<file path="src/rtl/pwm_pkg.sv">
package pwm_pkg;

    localparam int unsigned PWM_CH      = 4;
    localparam int unsigned PWM_CNT_W   = 16;
    localparam int unsigned PWM_DATA_W  = 32;
    localparam int unsigned PWM_ADDR_W  = 12;
    localparam int unsigned PWM_PRE_MAX = 10;

    localparam logic [11:0] OFS_START   = 12'h004;
    localparam logic [11:0] OFS_STOP    = 12'h008;
    localparam logic [11:0] OFS_STATUS  = 12'h00C;
    localparam logic [11:0] OFS_FLAGS   = 12'h01C;
    localparam logic [11:0] OFS_CH_BASE = 12'h200;

    localparam int unsigned CH_STRIDE_SH = 5;
    localparam int unsigned MODE_POL_BIT = 9;

    typedef enum logic [2:0] {
        SEL_MODE,
        SEL_DUTY,
        SEL_DUTY_STG,
        SEL_PER,
        SEL_PER_STG,
        SEL_NONE
    } ch_sel_e;

    typedef struct packed {
        logic       pol;
        logic [3:0] pre;
    } ch_mode_t;

    function automatic ch_sel_e decode_slot(input logic [4:0] ofs);
        case (ofs)
            5'h00:   return SEL_MODE;
            5'h04:   return SEL_DUTY;
            5'h08:   return SEL_DUTY_STG;
            5'h0C:   return SEL_PER;
            5'h10:   return SEL_PER_STG;
            default: return SEL_NONE;
        endcase
    endfunction

    function automatic logic [3:0] clamp_pre(input logic [3:0] n);
        return (n > 4'(PWM_PRE_MAX)) ? 4'(PWM_PRE_MAX) : n;
    endfunction

endpackage

</file>
<file path="src/rtl/pwm_prescale.sv">
module pwm_prescale
    import pwm_pkg::*;
#(
    parameter int unsigned DIV_W = PWM_PRE_MAX
) (
    input  logic       clk,
    input  logic       rst,
    input  logic       restart,
    input  logic [3:0] sel,
    output logic       tick
);

    logic [DIV_W-1:0] div_q;
    logic [DIV_W-1:0] mask;
    logic [3:0]       sel_eff;

    always_comb begin
        sel_eff = clamp_pre(sel);
        mask    = '0;
        for (int b = 0; b < DIV_W; b++) begin
            if (b < int'(sel_eff)) mask[b] = 1'b1;
        end
        tick = ((div_q & mask) == mask);
    end

    always_ff @(posedge clk) begin
        if (rst || restart) div_q <= '0;
        else                div_q <= div_q + 1'b1;
    end

endmodule

</file>
<file path="src/rtl/pwm_channel.sv">
module pwm_channel
    import pwm_pkg::*;
#(
    parameter int unsigned CNT_W = PWM_CNT_W,
    parameter int unsigned DIV_W = PWM_PRE_MAX
) (
    input  logic             clk,
    input  logic             rst,
    input  logic             wr_en,
    input  ch_sel_e          wr_sel,
    input  logic [CNT_W-1:0] wr_data,
    input  ch_mode_t         wr_mode,
    input  logic             start,
    input  logic             stop,
    output logic             running,
    output logic             upd_done,
    output logic             wave,
    output ch_mode_t         rd_mode,
    output logic [CNT_W-1:0] rd_duty,
    output logic [CNT_W-1:0] rd_duty_stg,
    output logic [CNT_W-1:0] rd_per,
    output logic [CNT_W-1:0] rd_per_stg
);

    ch_mode_t         mode_q;
    logic [CNT_W-1:0] duty_q, per_q, duty_s, per_s, cnt_q;
    logic             duty_p, per_p, run_q, stop_q;
    logic             tick, last, pend_end;

    pwm_prescale #(.DIV_W(DIV_W)) u_div (
        .clk     (clk),
        .rst     (rst),
        .restart (start && !run_q),
        .sel     (mode_q.pre),
        .tick    (tick)
    );

    always_comb begin
        last     = ({1'b0, cnt_q} + 1'b1) >= {1'b0, per_q};
        pend_end = run_q && tick && last;
    end

    always_ff @(posedge clk) begin
        if (rst) begin
            mode_q <= '0;
            duty_q <= '0;
            per_q  <= '0;
            duty_s <= '0;
            per_s  <= '0;
            cnt_q  <= '0;
            duty_p <= 1'b0;
            per_p  <= 1'b0;
            run_q  <= 1'b0;
            stop_q <= 1'b0;
        end else begin
            if (pend_end) begin
                cnt_q <= '0;
                if (duty_p) duty_q <= duty_s;
                if (per_p)  per_q  <= per_s;
                duty_p <= 1'b0;
                per_p  <= 1'b0;
                if (stop_q) begin
                    run_q  <= 1'b0;
                    stop_q <= 1'b0;
                end
            end else if (run_q && tick) begin
                cnt_q <= cnt_q + 1'b1;
            end

            if (wr_en) begin
                case (wr_sel)
                    SEL_MODE: mode_q <= wr_mode;
                    SEL_DUTY, SEL_DUTY_STG: begin
                        duty_s <= wr_data;
                        if (run_q) duty_p <= 1'b1;
                        else       duty_q <= wr_data;
                    end
                    SEL_PER, SEL_PER_STG: begin
                        per_s <= wr_data;
                        if (run_q) per_p <= 1'b1;
                        else       per_q <= wr_data;
                    end
                    default: ;
                endcase
            end

            if (stop && run_q) stop_q <= 1'b1;

            if (start) begin
                stop_q <= 1'b0;
                if (!run_q) begin
                    run_q <= 1'b1;
                    cnt_q <= '0;
                end else if (pend_end) begin
                    run_q <= 1'b1;
                end
            end
        end
    end

    always_comb begin
        running     = run_q;
        upd_done    = pend_end && (duty_p || per_p);
        wave        = (run_q && (cnt_q >= duty_q)) ? ~mode_q.pol : mode_q.pol;
        rd_mode     = mode_q;
        rd_duty     = duty_q;
        rd_duty_stg = duty_s;
        rd_per      = per_q;
        rd_per_stg  = per_s;
    end


    stop_at_end_chk: assert property (@(posedge clk) disable iff (rst)
        $fell(run_q) |-> ($past(stop_q) && $past(tick)));


    hold_active_chk: assert property (@(posedge clk) disable iff (rst)
        (run_q && $past(run_q) && !$past(tick && last))
            |-> ($stable(duty_q) && $stable(per_q)));


    cnt_range_chk: assert property (@(posedge clk) disable iff (rst)
        (run_q && per_q != '0) |-> (cnt_q < per_q));


    start_zero_chk: assert property (@(posedge clk) disable iff (rst)
        $rose(run_q) |-> (cnt_q == '0));

endmodule

</file>
<file path="src/rtl/pwm_regif.sv">
module pwm_regif
    import pwm_pkg::*;
#(
    parameter int unsigned NUM_CH = PWM_CH,
    parameter int unsigned CNT_W  = PWM_CNT_W,
    parameter int unsigned ADDR_W = PWM_ADDR_W,
    parameter int unsigned DATA_W = PWM_DATA_W
) (
    input  logic                          clk,
    input  logic                          rst,
    input  logic                          bus_wr,
    input  logic                          bus_rd,
    input  logic [ADDR_W-1:0]             bus_addr,
    input  logic [DATA_W-1:0]             bus_wdata,
    output logic [DATA_W-1:0]             bus_rdata,
    input  logic [NUM_CH-1:0]             running,
    input  logic [NUM_CH-1:0]             upd_done,
    input  ch_mode_t [NUM_CH-1:0]         rd_mode,
    input  logic [NUM_CH-1:0][CNT_W-1:0]  rd_duty,
    input  logic [NUM_CH-1:0][CNT_W-1:0]  rd_duty_stg,
    input  logic [NUM_CH-1:0][CNT_W-1:0]  rd_per,
    input  logic [NUM_CH-1:0][CNT_W-1:0]  rd_per_stg,
    output logic [NUM_CH-1:0]             ch_wr,
    output ch_sel_e                       ch_sel,
    output logic [CNT_W-1:0]              ch_wdata,
    output ch_mode_t                      ch_wmode,
    output logic [NUM_CH-1:0]             ch_start,
    output logic [NUM_CH-1:0]             ch_stop
);

    localparam int unsigned IDX_W   = (NUM_CH > 1) ? $clog2(NUM_CH) : 1;
    localparam int unsigned CH_SPAN = NUM_CH << CH_STRIDE_SH;

    logic [ADDR_W-1:0] ofs;
    logic              in_ch;
    logic [IDX_W-1:0]  idx;
    ch_sel_e           slot;
    logic [NUM_CH-1:0] flags_q;
    logic              flag_rd;
    logic [DATA_W-1:0] rd_val;

    always_comb begin
        ofs      = bus_addr - ADDR_W'(OFS_CH_BASE);
        in_ch    = (bus_addr >= ADDR_W'(OFS_CH_BASE)) && (ofs < ADDR_W'(CH_SPAN));
        idx      = ofs[CH_STRIDE_SH +: IDX_W];
        slot     = in_ch ? decode_slot(ofs[4:0]) : SEL_NONE;
        flag_rd  = bus_rd && (bus_addr == ADDR_W'(OFS_FLAGS));
        ch_sel   = slot;
        ch_wdata = bus_wdata[CNT_W-1:0];
        ch_wmode = '{pol: bus_wdata[MODE_POL_BIT], pre: bus_wdata[3:0]};
    end

    for (genvar i = 0; i < NUM_CH; i++) begin : g_strobe
        assign ch_wr[i]    = bus_wr && (slot != SEL_NONE) && (idx == IDX_W'(i));
        assign ch_start[i] = bus_wr && (bus_addr == ADDR_W'(OFS_START)) && bus_wdata[i];
        assign ch_stop[i]  = bus_wr && (bus_addr == ADDR_W'(OFS_STOP)) && bus_wdata[i];
    end

    always_comb begin
        rd_val = '0;
        if (bus_addr == ADDR_W'(OFS_STATUS)) begin
            rd_val[NUM_CH-1:0] = running;
        end else if (bus_addr == ADDR_W'(OFS_FLAGS)) begin
            rd_val[NUM_CH-1:0] = flags_q;
        end else begin
            case (slot)
                SEL_MODE: begin
                    rd_val[3:0]          = rd_mode[idx].pre;
                    rd_val[MODE_POL_BIT] = rd_mode[idx].pol;
                end
                SEL_DUTY:     rd_val[CNT_W-1:0] = rd_duty[idx];
                SEL_DUTY_STG: rd_val[CNT_W-1:0] = rd_duty_stg[idx];
                SEL_PER:      rd_val[CNT_W-1:0] = rd_per[idx];
                SEL_PER_STG:  rd_val[CNT_W-1:0] = rd_per_stg[idx];
                default:      ;
            endcase
        end
    end

    always_ff @(posedge clk) begin
        if (rst) begin
            flags_q   <= '0;
            bus_rdata <= '0;
        end else begin
            flags_q <= (flag_rd ? '0 : flags_q) | upd_done;
            if (bus_rd) bus_rdata <= rd_val;
        end
    end


    isr_clear_chk: assert property (@(posedge clk) disable iff (rst)
        (flag_rd && upd_done == '0) |=> (flags_q == '0));


    isr_sticky_chk: assert property (@(posedge clk) disable iff (rst)
        !flag_rd |=> ((flags_q & $past(flags_q)) == $past(flags_q)));

endmodule

</file>
<file path="src/rtl/pwm_ctrl.sv">
module pwm_ctrl
    import pwm_pkg::*;
#(
    parameter int unsigned NUM_CH = PWM_CH,
    parameter int unsigned CNT_W  = PWM_CNT_W,
    parameter int unsigned ADDR_W = PWM_ADDR_W,
    parameter int unsigned DATA_W = PWM_DATA_W,
    parameter int unsigned DIV_W  = PWM_PRE_MAX
) (
    input  logic              clk,
    input  logic              rst,
    input  logic              bus_wr,
    input  logic              bus_rd,
    input  logic [ADDR_W-1:0] bus_addr,
    input  logic [DATA_W-1:0] bus_wdata,
    output logic [DATA_W-1:0] bus_rdata,
    output logic [NUM_CH-1:0] pwm_out
);

    logic [NUM_CH-1:0]            running, upd_done, ch_wr, ch_start, ch_stop;
    ch_mode_t [NUM_CH-1:0]        rd_mode;
    logic [NUM_CH-1:0][CNT_W-1:0] rd_duty, rd_duty_stg, rd_per, rd_per_stg;
    ch_sel_e                      ch_sel;
    logic [CNT_W-1:0]             ch_wdata;
    ch_mode_t                     ch_wmode;

    pwm_regif #(
        .NUM_CH(NUM_CH), .CNT_W(CNT_W), .ADDR_W(ADDR_W), .DATA_W(DATA_W)
    ) u_regif (
        .clk         (clk),
        .rst         (rst),
        .bus_wr      (bus_wr),
        .bus_rd      (bus_rd),
        .bus_addr    (bus_addr),
        .bus_wdata   (bus_wdata),
        .bus_rdata   (bus_rdata),
        .running     (running),
        .upd_done    (upd_done),
        .rd_mode     (rd_mode),
        .rd_duty     (rd_duty),
        .rd_duty_stg (rd_duty_stg),
        .rd_per      (rd_per),
        .rd_per_stg  (rd_per_stg),
        .ch_wr       (ch_wr),
        .ch_sel      (ch_sel),
        .ch_wdata    (ch_wdata),
        .ch_wmode    (ch_wmode),
        .ch_start    (ch_start),
        .ch_stop     (ch_stop)
    );

    for (genvar i = 0; i < NUM_CH; i++) begin : g_ch
        pwm_channel #(.CNT_W(CNT_W), .DIV_W(DIV_W)) u_ch (
            .clk         (clk),
            .rst         (rst),
            .wr_en       (ch_wr[i]),
            .wr_sel      (ch_sel),
            .wr_data     (ch_wdata),
            .wr_mode     (ch_wmode),
            .start       (ch_start[i]),
            .stop        (ch_stop[i]),
            .running     (running[i]),
            .upd_done    (upd_done[i]),
            .wave        (pwm_out[i]),
            .rd_mode     (rd_mode[i]),
            .rd_duty     (rd_duty[i]),
            .rd_duty_stg (rd_duty_stg[i]),
            .rd_per      (rd_per[i]),
            .rd_per_stg  (rd_per_stg[i])
        );
    end

endmodule

</file>
<file path="config.mk">
export PLATFORM = sky130hd
export DESIGN_NAME = pwm_ctrl
export DESIGN_NICKNAME = d
export VERILOG_FILES = /design/src/rtl/pwm_pkg.sv /design/src/rtl/pwm_prescale.sv /design/src/rtl/pwm_channel.sv /design/src/rtl/pwm_regif.sv /design/src/rtl/pwm_ctrl.sv
export SDC_FILE = /design/constraint.sdc
export NUM_CORES = 1
export LEC_CHECK = 0
export BUFFER_PORTS_ARGS = -buffer_cell sky130_fd_sc_hd__buf_2
export CAP_MARGIN = 20
export CORE_ASPECT_RATIO = 2
export CORE_UTILIZATION = 40
export DETAILED_ROUTE_END_ITERATION = 8
export SLEW_MARGIN = 15
export SYNTH_ARGS = -nofsm -noshare
export SYNTH_HDL_FRONTEND = slang
export SYNTH_HIERARCHICAL = 1
export SYNTH_SLANG_ARGS = --single-unit
export TNS_END_PERCENT = 100
</file>
<file path="constraint.sdc">
create_clock -name clk -period 4.45 [get_ports clk]
set_clock_uncertainty 0.15 [all_clocks]
set_input_delay 0.2225 -clock clk [delete_from_list [all_inputs] [get_ports clk]]
set_output_delay 0.2225 -clock clk [all_outputs]
set_load 0.01 [all_outputs]
</file>
==> impl_metrics.env, run 1 <==
export IMPL_preCtsSetupSlack_ns=0.284
export IMPL_drt_pass1_iterations=7
export IMPL_fin_nets=2921
export IMPL_cts_path_max_buffers=3
export IMPL_timing_critical_path_from="g_ch[1].u_ch/cnt_q[2]$_SDFF_PP0_"
export IMPL_power_leakage_uw=0.0101
export IMPL_gpl_final_weighted_congestion=0.969
export IMPL_ys_top_cells_by_area="dfxtp_1 (34%), ha_1 (7.0%), mux4_2 (5.9%)"
export IMPL_max_cap_viol_count=0
export IMPL_tns_ns=0
export IMPL_number_of_cells_on_the_worst_hold_path=5
export IMPL_fp_coreArea_um2=60900
export IMPL_dieArea_um2=62500
export IMPL_clock_input_transition_at_the_sequential_cells_of_the_worst_setup_and_hold_paths_ns=0.07
export IMPL_global_route_wire_length_before_repair_um=125000
export IMPL_critical_path_top_cell_by_count="nor2_1"
export IMPL_port_buffers=51
export IMPL_grt_overflow_total=0
export IMPL_most_heavily_used_metal_layer_in_global_routing="met2"
export IMPL_critical_path_cell_count=12
export IMPL_numCtsBuffers=41
export IMPL_yosys_most_used_dff="dfxtp_1"
export IMPL_final_min_period_over_clock_period=0.942
export IMPL_criticalPathCategory="reg2reg"
export IMPL_io_pins=84
export IMPL_drt_antenna_violating_nets=0
export IMPL_yosys_warnings=6
export IMPL_rr_startpoint="g_ch[1].u_ch/cnt_q[2]$_SDFF_PP0_"
export IMPL_critPathRequiredTime_ns=4.77
export IMPL_die_width_um=177
export IMPL_synth_edff_count=0
export IMPL_peakVddDrop_uv=235
export IMPL_synth_seq_cells=416
export IMPL_vias_per_cell=5.80
export IMPL_cts_root_buf="clkbuf_16"
export IMPL_worst_path_buf_inv=1
export IMPL_rsz0062_at_grt="no"
export IMPL_antenna_found_initial=1
export IMPL_layout_setup_ws_ns=0.256
export IMPL_totalPowerFinal_uw=7590
export IMPL_status="complete, no violations"
export IMPL_power_per_cell_area_nw_per_um2=285
export IMPL_grt_total_usage=0.267
export IMPL_r2r_depth=12
export IMPL_arrival_ns=4.52
export IMPL_synthDominantCellAreaShare=0.339
export IMPL_globalRouteMet2Util=0.471
export IMPL_syn_area_um2=24600
export IMPL_finalHoldViolCount=0
export IMPL_placementRows=128
export IMPL_synth_top_area_cell="dfxtp_1"
export IMPL_drc_errors=0
export IMPL_period_minus_slack_ns=4.19
export IMPL_grt_max_degree=171
export IMPL_async_set_or_reset_flop_fraction_in_the_synthesized_netlist=0
export IMPL_number_of_levels_the_h_tree_was_split_into=2
export IMPL_totalWireLength_um=83200
export IMPL_route_detailed_wl_per_inst_um=23.5
export IMPL_vias=20571
export IMPL_timing_critical_path_cells="nand3_1 > nor2_1 > and4_1 > xor2_1 > ha_1 > a41o_1 > a21oi_1 > o221ai_4 > a32oi_2 > buf_4 > nor2_1 > a311oi_2"
export IMPL_place_hpwl_um=64600
export IMPL_timing_final_setup_violations=0
export IMPL_cts_setup_buffers=0
export IMPL_worst_slew_margin_rel=0.256
export IMPL_cpPeakStageDelay_ns=0.65
export IMPL_grt_use_met1=0.272
export IMPL_ys_seq_area_frac=0.339
export IMPL_die_height_um=352
export IMPL_critical_path_startpoint_type="flip-flop"
export IMPL_n_fill_cell=5944
export IMPL_clock_sinks=416
export IMPL_final_layout_size_suffix_gt1_frac=0.133
export IMPL_floorplan_initialDensity=0.404
export IMPL_grt_util_met3=0.0264
export IMPL_drt_iter0_markers=1172
export IMPL_fmax_mhz=238
export IMPL_avgSynthCellArea_um2=8.90
export IMPL_worstHoldStart="bus_addr[7]"
export IMPL_area_delta_synth_final_pct=8.40
export IMPL_timing_hold_worst_class="in2reg"
export IMPL_tritoncts="done"
export IMPL_max_slew_worst_pin_slew_ns=1.11
export IMPL_insertion_delay_ns=0.58
export IMPL_crit_path_end_kind="flip-flop"
export IMPL_ys_types=85
export IMPL_timing_critical_path_fanout_max=20
export IMPL_syn_inst=2760
export IMPL_crit_path_top_delay_cell="a32oi_2"
export IMPL_antenna_diode_count=0
export IMPL_critical_path_top_delay_family="compound AO/OA/AOI/OAI gates"
export IMPL_final_max_slew_violation_count=0
export IMPL_first_global_vias=20108
[logic make-up after synthesis]
group | count (synthesis) | share of synthesized area
adder cells (fa/ha/maj) | 137 | 0.0698
XOR/XNOR | 143 | 0.0510
AND/OR/NAND/NOR | 939 | 0.176
other | 1 | 0.000153
flip-flops | 416 | 0.339
multiplexers | 194 | 0.115
buffers and inverters | 356 | 0.0701
AO/OA/AOI/OAI | 574 | 0.179
[what timing repair did]
item | 4_1_cts | 5_1_grt
setup endpoints to repair | 0 | 3
endpoints found under the hold margin | 115 | 0
gates resized for setup | 0 | 1
hold buffers | 18 | 0
[cell usage after synthesis, drive strengths merged (74+ instances only)]
cell      n
dfxtp   416
nor2    373
nand2   271
inv     158
a21oi   153
o21ai   146
ha      137
buf     110
mux2i   108
a311oi   91
clkbuf   85
xnor2    74
[placed cells by master (no fill, tap or decap), types with 13 or more instances in the layout]
cell / synthesis / final
mux4_2: 64 / 64
mux2_2: 18 / 18
xnor2_1: 74 / 74
clkbuf_16: 0 / 43
a311oi_2: 60 / 60
mux2i_1: 108 / 108
a21o_1: 23 / 23
nand4_1: 30 / 30
a21oi_1: 153 / 153
conb_1: 1 / 16
a211oi_1: 34 / 34
and2_1: 18 / 18
nor3b_1: 13 / 13
a311oi_1: 31 / 31
dfxtp_1: 416 / 416
nor2_1: 373 / 372
inv_1: 158 / 158
a22oi_1: 16 / 16
nand2_1: 268 / 268
xor2_1: 69 / 69
buf_4: 54 / 45
nand2b_1: 26 / 26
o21ai_0: 132 / 132
o2111ai_1: 13 / 13
and3_1: 14 / 14
buf_2: 36 / 49
dlygate4sd3_1: 0 / 18
a22oi_2: 13 / 13
nand3_1: 66 / 66
ha_1: 137 / 137
nor2b_1: 23 / 23
nor3_1: 47 / 46
[path summary, 6_finish.rpt]
path	endpoint	slack (ns)
setup / recovery	g_ch[1].u_ch/rd_duty[10]$_SDFF_PP0_	0.26
hold / removal	u_regif/bus_rdata[2]$_SDFFE_PP0P_	0.09
setup reg to reg	g_ch[1].u_ch/rd_duty[10]$_SDFF_PP0_	0.26
hold reg to reg	u_regif/bus_rdata[9]$_SDFFE_PP0P_	0.29
[worst min-delay path: cells and delay by family]
family | cells | cell delay, ns
compound gates | 2 | 0.21
buf+inv | 1 | 0.11
simple gates | 2 | 0.24
[per-stage QoR]
stage	cell area [um^2]	utilization	cells	hold slack [ns]
after floorplan	24600	-	2775	0.276
final	26600	0.437	3547	0.0876
after detailed placement	25100	0.413	3455	0.285
after CTS	26600	0.437	3547	0.0411
after global placement	25100	0.413	3455	0.282
after global routing	26600	0.437	3547	0.126
[flip-flops by register name, summed over array words and instances, names as in the netlist, named ones only]
signal and cells:
g_ch.u_ch/rd_per 64, u_regif/bus_rdata 16, u_regif/flags_q 4, g_ch.u_ch/u_div/div_q 40, g_ch.u_ch/cnt_q 64, g_ch.u_ch/rd_duty_stg 64, g_ch.u_ch/stop_q 4, g_ch.u_ch/per_p 4
g_ch.u_ch/duty_p 4, g_ch.u_ch/rd_duty 64, g_ch.u_ch/rd_per_stg 64, g_ch.u_ch/rd_mode 20
[where the power goes]
group	leakage [uW]	internal, uW	switching [uW]
clock	0.000648	1960	1570
sequential	0.00335	3730	16.4
combinational	0.00611	91.4	225
total	0.0101	5780	1810
[metal layers]
metal	routed length, um	vias to the layer above
met5	0	-
met4	9000	0
met3	3340	230
met2	42100	598
met1	28800	10030
li1	-	9713
[area by class of cell]
| cell class | count | area (um^2) | share of cell area |
|---|---|---|---|
| clock inverters | 13 | 114 | 0.00428 |
| repair buffers | 115 | 815 | 0.0306 |
| clock buffers | 61 | 1210 | 0.0456 |
| flip-flops and latches | 416 | 8330 | 0.313 |
| inverters | 159 | 597 | 0.0224 |
| multi-input cells | 2003 | 14600 | 0.548 |
| well taps | 780 | 976 | 0.0367 |
Power figures use the tool's default switching activity.
==> run 2: changes to the inputs <==
CAP_MARGIN = 5   (was 20)
PLACE_DENSITY = 0.58   (was default)
==> run 2 against run 1 <==
Register-to-register slack better by 0.15 ns. Worst hold slack lost 0.044 ns. Flip-flop and latch count unchanged. Sequential share of layout area is 0.17 points lower. Cell area grew 0.54%. Global-route usage about the same. Count of clock-buffer cells in the layout did not move. Core utilization increased by 0.23 points. Critical endpoint is now g_ch[3].u_ch/rd_duty[0]$_SDFF_PP0_. Maximum frequency increased by 3.7%.
==> impl_metrics.env, run 2 (synthesis results as in run 1) <==
export IMPL_critical_path_cell_count=14
export IMPL_drc_errors=0
export IMPL_worst_path_buf_inv=3
export IMPL_placementRows=128
export IMPL_timing_critical_path_fanout_max=9
export IMPL_number_of_cells_on_the_worst_hold_path=3
export IMPL_tns_ns=0
export IMPL_max_slew_worst_pin_slew_ns=1.10
export IMPL_post_cts_resized_instances=0
export IMPL_finalHoldViolCount=0
export IMPL_crit_path_top_delay_cell="or4b_1"
export IMPL_clock_sinks=416
export IMPL_antenna_diode_count=0
export IMPL_layout_setup_ws_ns=0.405
export IMPL_power_per_cell_area_nw_per_um2=288
export IMPL_drt_iter0_markers=1443
export IMPL_die_height_um=352
export IMPL_criticalPathCategory="reg2reg"
export IMPL_grt_overflow_total=0
export IMPL_grt_total_usage=0.267
export IMPL_fmax_mhz=247
export IMPL_crit_path_end_kind="flip-flop"
export IMPL_n_fill_cell=5970
export IMPL_insertion_delay_ns=0.58
export IMPL_io_pins=84
export IMPL_die_width_um=177
export IMPL_first_global_vias=20226
export IMPL_peakVddDrop_uv=256
export IMPL_rsz0062_at_grt="no"
export IMPL_arrival_ns=4.40
export IMPL_max_cap_viol_count=0
export IMPL_ff2ff_setup_slack_ns=0.40
export IMPL_worst_slew_margin_rel=0.268
export IMPL_critical_path_startpoint_type="flip-flop"
export IMPL_dieArea_um2=62500
export IMPL_cpPeakStageDelay_ns=0.51
export IMPL_final_min_period_over_clock_period=0.909
export IMPL_timing_critical_path_cells="nand3_1 > nor4_1 > buf_4 > and3_1 > nand3_1 > xnor2_1 > ha_1 > nand3_1 > nor3_1 > inv_1 > o221a_1 > buf_4 > or4b_1 > o211ai_1"
export IMPL_final_common_cell="dfxtp_1"
export IMPL_drt_antenna_violating_nets=0
export IMPL_floorplan_initialDensity=0.404
export IMPL_timing_final_setup_violations=0
export IMPL_gpl_final_weighted_congestion=0.970
export IMPL_cts_root_buf="clkbuf_16"
export IMPL_numCtsBuffers=41
export IMPL_critical_path_top_delay_family="simple AND/OR/NAND/NOR gates"
export IMPL_totalWireLength_um=83800
export IMPL_r2r_depth=14
export IMPL_critPathRequiredTime_ns=4.81
export IMPL_grt_max_degree=82
export IMPL_multiInputGateArea_um2=14600
export IMPL_timing_hold_worst_class="in2reg"
export IMPL_place_hpwl_um=64400
export IMPL_vias=20774
export IMPL_preCtsSetupSlack_ns=0.389
export IMPL_area_delta_synth_final_pct=8.98
export IMPL_final_layout_size_suffix_gt1_frac=0.136
export IMPL_cts_path_max_buffers=3
export IMPL_mostFrequentLayoutCells="dfxtp_1 (416), nor2_1 (372), nand2_1 (268)"
export IMPL_clock_input_transition_at_the_sequential_cells_of_the_worst_setup_and_hold_paths_ns=0.06
export IMPL_stdcell_area_um2=26800
export IMPL_postPlaceCellArea_um2=25200
export IMPL_critical_path_top_cell_by_count="nand3_1"
export IMPL_drt_pass1_iterations=7
export IMPL_fp_coreArea_um2=60900
export IMPL_power_leakage_uw=0.0102
export IMPL_port_buffers=51
export IMPL_tritoncts="done"
export IMPL_number_of_levels_the_h_tree_was_split_into=2
export IMPL_antenna_found_initial=1
export IMPL_global_route_wire_length_before_repair_um=125000
export IMPL_register_area_um2=8330
export IMPL_status="complete, no violations"
export IMPL_final_max_slew_violation_count=0
export IMPL_fin_nets=2926
export IMPL_period_minus_slack_ns=4.05
export IMPL_route_detailed_wl_per_inst_um=23.6
export IMPL_vias_per_cell=5.85
-- run 2: layout make-up --
type                       count  share of cell area
multi-input combinational   2003               0.545
sequential                   416               0.311
clock buffer                  61              0.0468
tap                          780              0.0365
timing repair buffer         120              0.0342
inverter                     159              0.0223
clock inverter                13             0.00458
-- run 2: path summary, 6_finish.rpt --
kind                                                               from                                  endpoint
worst max register to register         g_ch[3].u_ch/cnt_q[2]$_SDFF_PP0_        g_ch[3].u_ch/rd_duty[0]$_SDFF_PP0_
worst max-delay path                   g_ch[3].u_ch/cnt_q[2]$_SDFF_PP0_        g_ch[3].u_ch/rd_duty[0]$_SDFF_PP0_
worst min-delay path                                       bus_wdata[3]  g_ch[2].u_ch/rd_duty_stg[3]$_SDFFE_PP0P_
worst min register to register  g_ch[3].u_ch/rd_per_stg[5]$_SDFFE_PP0P_   g_ch[3].u_ch/rd_per_stg[5]$_SDFFE_PP0P_
-- run 2: layer usage --
metal / global-route usage / vias to the layer above / wire length [um]
met2: 0.476 / 697 / 42800
met1: 0.272 / 10106 / 29000
met5: 0 / - / 0
met3: 0.0272 / 257 / 3550
met4: 0.236 / 0 / 8460
li1: - / 9714 / -
-- run 2: repair_timing --
item | CTS | global route
buffers inserted | 0 | 0
hold buffers | 18 | 0
endpoints found under the hold margin | 102 | 0
-- run 2: worst min-delay path, cell delays in order --
cell and delay, ns:
buf_2 0.31, nand2_1 0.14, a21oi_1 0.05
-- run 2: metrics by stage --
stage / total power (uW) / util / hold WS (ns) / cells
CTS: 7790 / 0.440 / 0.00796 / 3552
global route: 7940 / 0.440 / 0.0196 / 3552
global placement: 4130 / 0.414 / 0.304 / 3460
finish: 7720 / 0.440 / 0.0435 / 3552
detailed placement: 4140 / 0.414 / 0.309 / 3460
floorplan: 4070 / - / 0.276 / 2775
-- run 2: report_power, final --
group          total, uW  switching [uW]  internal [uW]
registers           3750            15.7           3730
logic                321             228           92.4
clock network       3650            1580           2070
